--- src/rtl/adc_threshold_monitor.sv ---
module adc_threshold_monitor #(
  parameter int SLOT_W = 5,
  parameter int DATA_W = 12,
  parameter int MCNT_W = 4
) (
  input  logic                  clk,
  input  logic                  rst_n,
  input  logic                  res_valid,
  input  logic [SLOT_W-1:0]     res_slot,
  input  logic [DATA_W-1:0]     res_data,
  input  logic [3:0]            cfg_en,
  input  logic [4*SLOT_W-1:0]   cfg_slot,
  input  logic [3:0]            cfg_cond,
  input  logic [4*DATA_W-1:0]   cfg_thresh,
  input  logic [4*MCNT_W-1:0]   cfg_mcnt,
  input  logic [3:0]            cfg_win,
  input  logic [3:0]            cfg_irq_en,
  input  logic [3:0]            flag_clr,
  output logic [3:0]            flags,
  output logic                  irq
);
  localparam int NCMP = 4;

  logic [NCMP-1:0]   cond_ok, eff, sel, set_v;
  logic [MCNT_W-1:0] cnt [NCMP];

  for (genvar g = 0; g < NCMP; g++) begin : g_cmp
    logic [DATA_W-1:0] thr;
    logic [MCNT_W-1:0] need;
    assign thr  = cfg_thresh[g*DATA_W +: DATA_W];
    assign need = cfg_mcnt[g*MCNT_W +: MCNT_W];
    assign cond_ok[g] = cfg_cond[g] ? (res_data >= thr) : (res_data < thr);
    assign sel[g] = res_valid && cfg_en[g] && (res_slot == cfg_slot[g*SLOT_W +: SLOT_W]);

    if (g % 2 == 0) begin : g_lead
      assign eff[g] = cond_ok[g] && (!cfg_win[g] || (cfg_en[g+1] && cond_ok[g+1]));

      pair_partner_chk: assert property (@(posedge clk) disable iff (!rst_n)
        ($rose(flags[g]) && $past(cfg_win[g])) |-> $past(cfg_en[g+1]));
    end else begin : g_follow
      assign eff[g] = cond_ok[g];
    end

    assign set_v[g] = sel[g] && eff[g] && (cnt[g] == need);

    always_ff @(posedge clk) begin
      if (!rst_n || !cfg_en[g])
        cnt[g] <= '0;
      else if (sel[g]) begin
        if (!eff[g])
          cnt[g] <= '0;
        else if (cnt[g] != need)
          cnt[g] <= cnt[g] + 1'b1;
      end
    end


    rise_needs_hit_chk: assert property (@(posedge clk) disable iff (!rst_n)
      $rose(flags[g]) |-> $past(res_valid && (res_slot == cfg_slot[g*SLOT_W +: SLOT_W])));

    clr_drops_flag_chk: assert property (@(posedge clk) disable iff (!rst_n)
      $past(flag_clr[g] && !res_valid) |-> !flags[g]);

    off_count_zero_chk: assert property (@(posedge clk) disable iff (!rst_n)
      !cfg_en[g] |=> (cnt[g] == '0));
  end

  always_ff @(posedge clk) begin
    if (!rst_n)
      flags <= '0;
    else
      flags <= (flags & ~flag_clr) | set_v;
  end

  assign irq = |(flags & cfg_irq_en);
endmodule

--- config.mk ---
export PLATFORM = sky130hd
export DESIGN_NAME = adc_threshold_monitor
export DESIGN_NICKNAME = d
export VERILOG_FILES = /design/src/rtl/adc_threshold_monitor.sv
export SDC_FILE = /design/constraint.sdc
export NUM_CORES = 1
export LEC_CHECK = 0
export ABC_AREA = 0
export BUFFER_PORTS_ARGS = -buffer_cell sky130_fd_sc_hd__buf_2
export CORE_ASPECT_RATIO = 1.75
export CORE_UTILIZATION = 35
export CTS_BUF_LIST = sky130_fd_sc_hd__clkbuf_8 sky130_fd_sc_hd__clkbuf_16
export CTS_CLUSTER_SIZE = 20
export DETAILED_ROUTE_END_ITERATION = 10
export HOLD_SLACK_MARGIN = 0.05
export PLACE_DENSITY_LB_ADDON = 0.2
export SKIP_CTS_REPAIR_TIMING = 1
export SYNTH_ARGS = -nofsm -noshare
export SYNTH_HDL_FRONTEND = slang
export SYNTH_SLANG_ARGS = --single-unit
--- constraint.sdc ---
create_clock -name clk -period 3.9 [get_ports clk]
set_input_delay 0.975 -clock clk [delete_from_list [all_inputs] [get_ports clk]]
set_output_delay 0.975 -clock clk [all_outputs]
set_load 0.01 [all_outputs]
==> key figures, run 1 <==
Critical path
  • Reg2Reg Capture Point: cnt[2][1]
  • Max stage delay cell, worst path: or4_4
  • Critical path class: in -> reg
  • WP data arrival: around 3.1 ns
  • Max incr delay on CP: 0.55 ns
  • Crit-path cells: buf_2 > ha_1 > nor2b_1 > o211ai_1 > a211oi_1 > or4_4 > o211a_4 > o32a_1
  • CP delay by family, top: compound AO/OA/AOI/OAI gates
  • Crit end category: flip-flop
  • R2r startpoint: cnt[2][0]
  • CP bufs+invs: 1
  • Crit path from: res_data[1]
  • Crit start category: input port
  • Critical path peak fanout: 6
  • R2R cell count: 4
  • FF-to-FF setup slack: 1.98 ns
  • CP required: 3.90 ns

Yosys
  • Synth area leader: ha_1
  • Number of synthesized flops with an enable pin: 16
  • Yosys reg bits: 20
  • Post-synth top flop: edfxtp_1
  • Yosys warning count: 0
  • Post-synthesis sequential area ratio: 20.13%
  • Syn nets: 504
  • Area contributors post-synth: ha_1 (23%), edfxtp_1 (17%), xnor2_1 (7.5%)
  • Synth cell types: 51
  • Mapped Area: about 0.0028 sq mm
  • Synth top area share: between 20% and 30%
  • Post-synth ARST share: 0%
  • Gate Count Post-Synth: 328
  • Syn_area_per_cell: between 8 and 9 sq um

GRT
  • Overflow after GRT: 0
  • First-pass GRT wire length: ~12000 um
  • GRT Util Overall: around 18%
  • Vias in the first global route: 2869
  • Antenna violations before repair: 0
  • Largest net degree at the start of global routing: 14

Clock tree
  • TritonCTS Buffers: 3
  • Clock Tree Root: clkbuf_16
  • CTS max path bufs: 2
  • Clk_lat worst skew: 0.26 ns
  • CTS tree: built
  • # H-tree levels: 1
  • CTS sink cnt: 20
  • Reg clk slew, reported paths: 0.06 ns

Hold path
  • Min-delay src: flags[3]
  • Hold Path Class: reg -> reg
  • Hold EP: flags[3]
  • Hold Path Cell Cnt: 2

Cells and area
  • Finished Cell Area: approximately 0.0036 sq mm
  • Most frequent cells in the layout: buf_2 (126), ha_1 (52), inv_1 (51)
  • Share of layout cells above drive strength 1: a little under a third
  • N_diodes: 0
  • Post-layout util: 47.70%
  • Most common cell after layout, fill and taps aside: buf_2
  • Total Nets Final: 635
  • Area Growth Syn to Fin: 30.50%

Floorplan
  • Die area: ~0.0083 sq mm
  • Starting density of the core: 36.55%
  • # IOs: 129
  • Die Span X: 69.44 um
  • Row count: 42
  • Die Span Y: 120.0 um
  • Core region area: 0.007620 sq mm

Placement
  • IO Port Bufs: 126
  • GP Congestion: between 0.7 and 0.8
  • Post-DP HPWL: 6633 um
  • Placement-stage cell area: approximately 0.0035 sq mm

Timing
  • Total Neg Setup Slack: 0 ns
  • Final Max Slew Viols: 0
  • RSZ-0062 raised after global routing: no
  • Post-route minimum period: approximately 3.1 ns
  • Min Hold Slack: 0.5044 ns
  • Final period util: about 79%
  • Clock Skews: 0.002885 ns
  • Worst-Margin Slew: 0.5962 ns
  • Setup violators final: 0
  • Endpoints failing hold: 0
  • Slew headroom: 59.84%
  • Fmax: 323.2 MHz

Route
  • DRT Pass-1 Iters: 4
  • Initial DRC count: 87
  • DR vias/cell: 5.125
  • Post-route ant nets: 0
  • Vias: 2798
  • Final WL: about 7400 um
  • Number of remaining DRC errors: 0
  • WL per Instance: 13.54 um

Power
  • Peak supply drop: 0.0001313 V
  • PD cells: 223.4 mW/mm^2
  • Leakage: 1.836 nW

Run
  • Max_cap viols: 0

Status
  • Status: finished clean
-- kinds of logic after synthesis --
| kind of cell | after synthesis | synth area share [%] |
|---|---|---|
| buf+inv | 52 | 7.008 |
| xor+xnor | 44 | 13.84 |
| simple gates | 92 | 17.92 |
| fa+ha+maj | 52 | 23.36 |
| compound gates | 68 | 17.75 |
| flops | 20 | 20.13 |
-- layer usage --
layer	up-vias	wire length (um)	share of wire, %	track usage, %
li1	1445	-	-	-
met1	1240	2691	36	17.65
met2	105	4111	56	37.74
met3	8	408	5.5	1.931
met4	0	180	2.4	7.781
met5	-	0	0	0
-- through the flow --
step / cells / power [mW] / setup slack, ns
after global routing: 546 / 0.8621 / 0.7029
after global placement: 542 / 0.5243 / 0.5257
after CTS: 546 / 0.8241 / 0.7846
after detailed placement: 542 / 0.5322 / 0.5066
after floorplan: 328 / 0.4118 / 0.8029
final: 546 / 0.8119 / 0.8059
-- Yosys cell counts (all sizes together) (4+ instances only) --
master / n
o21ai: 7
xor2: 20
nor2: 16
o211ai: 5
nor3: 7
nand4: 15
dfxtp: 4
nor4: 8
nand3: 12
o31ai: 4
edfxtp: 16
nor2b: 4
ha: 52
a21oi: 21
nand2: 16
inv: 51
xnor2: 24
-- sequential cells by signal, summed over array words and instances, names as in the netlist --
name,flops
flags,4
cnt,16
-- cell type report --
cell class              count  area [sq um]
multi-input cells         256          2029
fillers                   755          3985
clock buffers               3         75.07
inverters                  51         191.4
well taps                  88         110.1
clock inverters             1         30.03
repair buffers            127         638.1
flip-flops and latches     20         560.5
-- report_power, final --
group	switching, mW	total (mW)	leakage, nW	internal, mW
registers	0.00837	0.246	0.210	0.238
logic	0.141	0.278	1.57	0.137
clock network	0.0831	0.287	0.0511	0.204
-- worst min-delay path: cells and delay by family, from the launching register on --
kind | cells | cell delay, ns
compound gates | 1 | 0.07
flops | 1 | 0.33
simple gates | 1 | 0.06
-- worst max-delay path by stage --
stage	end	cells past startpoint
2_1_floorplan	cnt[2][0]	8
3_3_place_gp	cnt[2][3]	8
3_5_place_dp	cnt[2][2]	8
4_1_cts	cnt[2][2]	8
5_1_grt	cnt[2][1]	8
6_report	cnt[2][1]	8
Note: power is estimated with default switching activity, not from simulation.
==> run 2, diff against run 1 <==
Clock period 3.9 ns to 2.7 ns, I/O delays scaled along.
==> key figures, run 2 (synthesis gave the netlist of run 1 again) <==
Status
  • Status: finished clean

Power
  • Switching Fraction: 31.19% (+2.5 points)
  • Internal power: 809.2 uW (+40%)
  • Sequential Power Share: 30.3% (about the same)
  • Switching power: 366.7 uW (+57%)
  • Leakage: 2.009 nW (+9.4%)
  • Peak supply drop: 0.0001833 V (+40%)
  • Total power draw: 1.176 mW (+45%)
  • Comb pwr share: 43.0% (+8.7 points)
  • PD cells: 283.3 mW/mm^2 (+27%)
  • Clock power share: 26.6% (-8.8 points)

Critical path
  • WP data arrival: 2.68 ns (-0.41 ns)
  • R2r startpoint: cnt[2][0]
  • Crit-path cells: buf_6 > ha_4 > nand4_4 > o31a_1 > or4_4 > o211a_4 > o32a_1
  • R2R cell count: 4 (unchanged)
  • Critical path class: in -> reg
  • Crit path from: res_data[10]
  • CP required: 2.70 ns (-1.20 ns)
  • Max incr delay on CP: 0.53 ns (-0.02 ns)
  • Crit start category: input port
  • CP delay by family, top: compound AO/OA/AOI/OAI gates
  • FF-to-FF setup slack: 0.74 ns (-1.24 ns)
  • Crit path depth: 7 (-1)
  • Crit end category: flip-flop
  • CP bufs+invs: 1 (unchanged)
  • Critical path peak fanout: 4 (-2)
  • Max stage delay cell, worst path: or4_4

Cells and area
  • Max reg flops: 16 (unchanged)
  • Total Nets Final: 668 (+5.2%)
  • N_diodes: 0 (unchanged)
  • Multi-input gate area: 0.002237 sq mm (+10%)
  • Filler cells: 693 (-8.2%)
  • Area Growth Syn to Fin: 49.01%
  • Share of layout cells above drive strength 1: 40.33% (+9.8 points)
  • Reg with most FFs: cnt
  • Register area: 560.5 sq um (unchanged)
  • Most common cell after layout, fill and taps aside: buf_2
  • Most frequent cells in the layout: buf_2 (113), inv_1 (44), ha_1 (40)
  • Biggest regs: cnt x16, flags x4

Timing
  • Clock Skews: 0.003804 ns (+0.0009191 ns)
  • Final Max Slew Viols: 0 (unchanged)
  • Fmax: 373.0 MHz
  • RSZ-0062 raised after global routing: yes
  • Worst setup margin: 0.01922 ns (-0.7867 ns)
  • Endpoints failing hold: 0 (unchanged)
  • Setup violators final: 0 (unchanged)
  • Worst-Margin Slew: 0.5129 ns (-0.08329 ns)
  • Post-route minimum period: 2.681 ns
  • Slew headroom: 65.49% (+5.7 points)
  • Final period util: 99.29%

Placement
  • IO Port Bufs: 126 (unchanged)
  • Post-DP HPWL: 7148 um (+7.8%)
  • Post-place setup slack: -0.3128 ns (-0.8194 ns)
  • GP Congestion: 0.7982 (+4.3%)

Route
  • Number of remaining DRC errors: 0 (unchanged)
  • DRT Pass-1 Iters: 4 (unchanged)
  • Final WL: 8096 um (+9.5%)
  • Post-route ant nets: 0 (unchanged)
  • WL per Instance: 13.98 um (+3.3%)
  • Vias: 2948 (+5.4%)
  • Initial DRC count: 97 (+11%)
  • DR vias/cell: 5.092 (-0.64%)

Clock tree
  • Clock Tree Root: clkbuf_16
  • # H-tree levels: 1 (unchanged)
  • Clk_lat worst skew: 0.26 ns (about the same)
  • TritonCTS Buffers: 3 (unchanged)
  • CTS max path bufs: 2 (unchanged)
  • CTS tree: built
  • Reg clk slew, reported paths: 0.05 ns (about the same)
  • CTS sink cnt: 20 (unchanged)

Run
  • Max_cap viols: 0 (unchanged)

Floorplan
  • Die area: 0.008333 sq mm (unchanged)
  • Starting density of the core: 36.55% (unchanged)
  • Die Span X: 69.44 um (unchanged)
  • Row count: 42 (unchanged)
  • # IOs: 129 (unchanged)
  • Die Span Y: 120.0 um (unchanged)
  • Core region area: 0.007620 sq mm (unchanged)

GRT
  • Largest net degree at the start of global routing: 14 (unchanged)
  • Overflow after GRT: 0 (unchanged)
  • Vias in the first global route: 2940 (+2.5%)
  • First-pass GRT wire length: 12940 um (+5.3%)
  • Antenna violations before repair: 0 (unchanged)
  • GRT Util Overall: 19.46% (+1.1 points)

Hold path
  • Min-delay src: flags[3]
  • Hold Path Class: reg -> reg
  • Hold Path Cell Cnt: 2 (unchanged)
## run 2: cell count changes in the layout (fill, tap and decap cells not counted), sizes merged
cell	delta
bufinv	-1
inv	+1
buf	+33
## run 2: final cells by class
cell class,instances,area share (%)
multi-input combinational,256,53.90
inverter,51,4.733
sequential,20,13.51
tap,88,2.653
clock inverter,1,0.09044
timing repair buffer,160,23.30
clock buffer,3,1.809
## run 2: path summary, 6_finish.rpt
path                                   to
worst max-delay path            cnt[2][2]
worst min-delay path             flags[3]
worst max register to register  cnt[2][2]
worst min register to register   flags[3]
## run 2: stage by stage
| step | utilization [%] | cells | setup TNS (ns) | cell area (sq um) | hold slack, ns |
|---|---|---|---|---|---|
| 2_1_floorplan | - | 328 | 0 | 2823 | 0.4936 |
| 3_3_place_gp | 49.77 | 572 | -5.158 | 3792 | 0.4831 |
| 3_5_place_dp | 49.77 | 572 | -5.899 | 3792 | 0.4813 |
| 4_1_cts | 50.80 | 576 | -0.1683 | 3871 | 0.4891 |
| 5_1_grt | 54.47 | 579 | -0.2364 | 4150 | 0.5159 |
| 6_report | 54.47 | 579 | 0 | 4150 | 0.4884 |
## run 2: power groups by stage
stage | sequential [mW] | combinational [mW] | clock, mW
finish | 0.357 | 0.506 | 0.313
global route | 0.358 | 0.569 | 0.328
CTS | 0.356 | 0.462 | 0.324
detailed placement | 0.363 | 0.459 | 0
global placement | 0.362 | 0.444 | 0
floorplan | 0.360 | 0.239 | 0
## run 2: worst register-to-register path: cells and delay by family, from the launching register on
kind	cells	cell delay, ns
AO/OA/AOI/OAI	1	0.38
AND/OR/NAND/NOR	2	0.64
XOR/XNOR	1	0.20
flip-flops	1	0.49
## run 2: metal layers
layer / share of wire (%) / vias to the layer above / GRT usage [%]
li1: - / 1520 / -
met1: 36 / 1320 / 19.80
met2: 57 / 98 / 39.99
met3: 4.5 / 10 / 1.343
met4: 2.2 / 0 / 6.760
met5: 0 / - / 0
==> run 3, diff against run 2 <==
Settings changed: BUFFER_PORTS_ARGS -buffer_cell sky130_fd_sc_hd__buf_2 to -buffer_cell sky130_fd_sc_hd__buf_4, CORE_UTILIZATION 35 to 44.
==> key figures, run 3 (synthesis gave the netlist of run 1 again) <==
Status
  • Status: finished clean

Floorplan
  • Die area: 0.006665 sq mm (-20%)
  • Core region area: 0.006133 sq mm (-20%)
  • Starting density of the core: 45.41% (+8.9 points)
  • Row count: 38 (-9.5%)
  • # IOs: 129 (unchanged)
  • Die Span Y: 107.3 um (-11%)
  • Die Span X: 62.14 um (-11%)

Hold path
  • Hold Path Class: reg -> reg

GRT
  • Vias in the first global route: 3094 (+5.2%)
  • First-pass GRT wire length: 12970 um (+0.22%)
  • GRT Util Overall: 24.50% (+5.0 points)
  • Overflow after GRT: 0 (unchanged)
  • Largest net degree at the start of global routing: 14 (unchanged)
  • Antenna violations before repair: 0 (unchanged)

Cells and area
  • Reg with most FFs: cnt
  • Area Growth Syn to Fin: 51.17%
  • Biggest regs: cnt x16, flags x4
  • Max reg flops: 16 (unchanged)
  • Filler cells: 534 (-23%)
  • Most frequent cells in the layout: buf_4 (156), inv_1 (50), ha_1 (46)
  • Most common cell after layout, fill and taps aside: buf_4
  • N_diodes: 0 (unchanged)
  • Share of layout cells above drive strength 1: 36.83% (-3.5 points)
  • Finished Cell Area: 0.004210 sq mm (+1.4%)
  • Total Nets Final: 664 (-0.60%)
  • Count of non-filler cells in the finished layout: 566 (-2.2%)

Run
  • Max_cap viols: 0 (unchanged)

Clock tree
  • CTS sink cnt: 20 (unchanged)
  • Clock Tree Root: clkbuf_8
  • CTS tree: built
  • # H-tree levels: 1 (unchanged)
  • CTS max path bufs: 2 (unchanged)
  • Clk_lat worst skew: 0.27 ns (about the same)
  • Reg clk slew, reported paths: 0.07 ns (+0.02 ns)
  • TritonCTS Buffers: 3 (unchanged)

Timing
  • Worst-Margin Slew: 0.5603 ns (+0.04745 ns)
  • Final period util: 98.07% (-1.2 points)
  • Setup violators final: 0 (unchanged)
  • Slew headroom: 62.30% (-3.2 points)
  • Final Max Slew Viols: 0 (unchanged)
  • Clock Skews: 0.0004437 ns (-0.003360 ns)
  • Post-route minimum period: 2.648 ns (-0.03293 ns)
  • Endpoints failing hold: 0 (unchanged)
  • Fmax: 377.7 MHz (+1.2%)

Critical path
  • Critical path class: in -> reg
  • WP data arrival: 2.66 ns (-0.02 ns)
  • Critical path peak fanout: 4 (unchanged)
  • Crit end category: flip-flop
  • Crit start category: input port
  • CP required: 2.71 ns (about the same)

Placement
  • GP Congestion: 0.7934 (-0.60%)
  • Post-DP HPWL: 7136 um (-0.16%)
  • Inst Count DP: 560 (-2.1%)
  • IO Port Bufs: 126 (unchanged)
  • Placement-stage cell area: 0.004068 sq mm (+7.3%)

Route
  • Number of remaining DRC errors: 0 (unchanged)
  • DR vias/cell: 5.276 (+3.6%)
  • WL per Instance: 14.25 um (+1.9%)
  • Final WL: 8068 um (-0.35%)
  • Initial DRC count: 39 (-60%)
  • Post-route ant nets: 0 (unchanged)
  • Vias: 2986 (+1.3%)
  • DRT Pass-1 Iters: 4 (unchanged)

Power
  • PD cells: 256.2 mW/mm^2 (-9.6%)
  • Peak supply drop: 0.0001526 V (-17%)
  • Leakage: 2.053 nW (+2.2%)
[run 3: cell type report]
| class | instances | area (sq um) | area share (%) |
|---|---|---|---|
| multi-input combinational | 256 | 2143 | 50.91 |
| timing repair buffer | 156 | 1171 | 27.82 |
| sequential | 20 | 560.5 | 13.31 |
| inverter | 51 | 193.9 | 4.606 |
| tap | 80 | 100.1 | 2.377 |
| clock buffer | 3 | 41.29 | 0.9807 |
[run 3: report_power, final]
group	switching, mW	internal (mW)
registers	0.0120	0.344
clock network	0.102	0.0998
logic	0.229	0.293
total	0.342	0.736
[run 3: worst max-delay path: stages]
cell and delay [ns]:
buf_4 0.12, ha_1 0.31, nand4_1 0.12, o31a_1 0.30
or4_4 0.52, o211a_4 0.25, o32a_1 0.36
[run 3: path summary, 6_finish.rpt]
| kind | startpoint | to | slack (ns) | cells after the start |
|---|---|---|---|---|
| setup / recovery | res_data[3] | cnt[2][1] | 0.05 | 7 |
| hold / removal | flags[3] | flags[3] | 0.51 | 2 |
| hold reg to reg | flags[3] | flags[3] | 0.51 | 2 |
| setup reg to reg | cnt[0][0] | cnt[0][0] | 0.70 | 4 |
[run 3: layer usage]
metal,track usage [%],vias to the layer above,part of all wire (%)
li1,-,1505,-
met1,20.98,1366,33
met2,54.00,100,60
met3,2.860,15,4.5
met4,9.801,0,2.5
met5,0,-,0
[run 3: metrics by stage]
step	setup slack, ns	total power [mW]	TNS (ns)	hold WS, ns	utilization (%)
finish	0.05214	1.079	0	0.5065	68.65
global route	-0.03841	1.146	-0.1698	0.5451	68.65
CTS	0.04187	1.064	0	0.5110	66.99
detailed placement	-0.2350	0.8644	-4.501	0.4966	66.32
global placement	-0.2061	0.8459	-3.030	0.4883	66.32
floorplan	0.004908	0.5991	0	0.4936	-
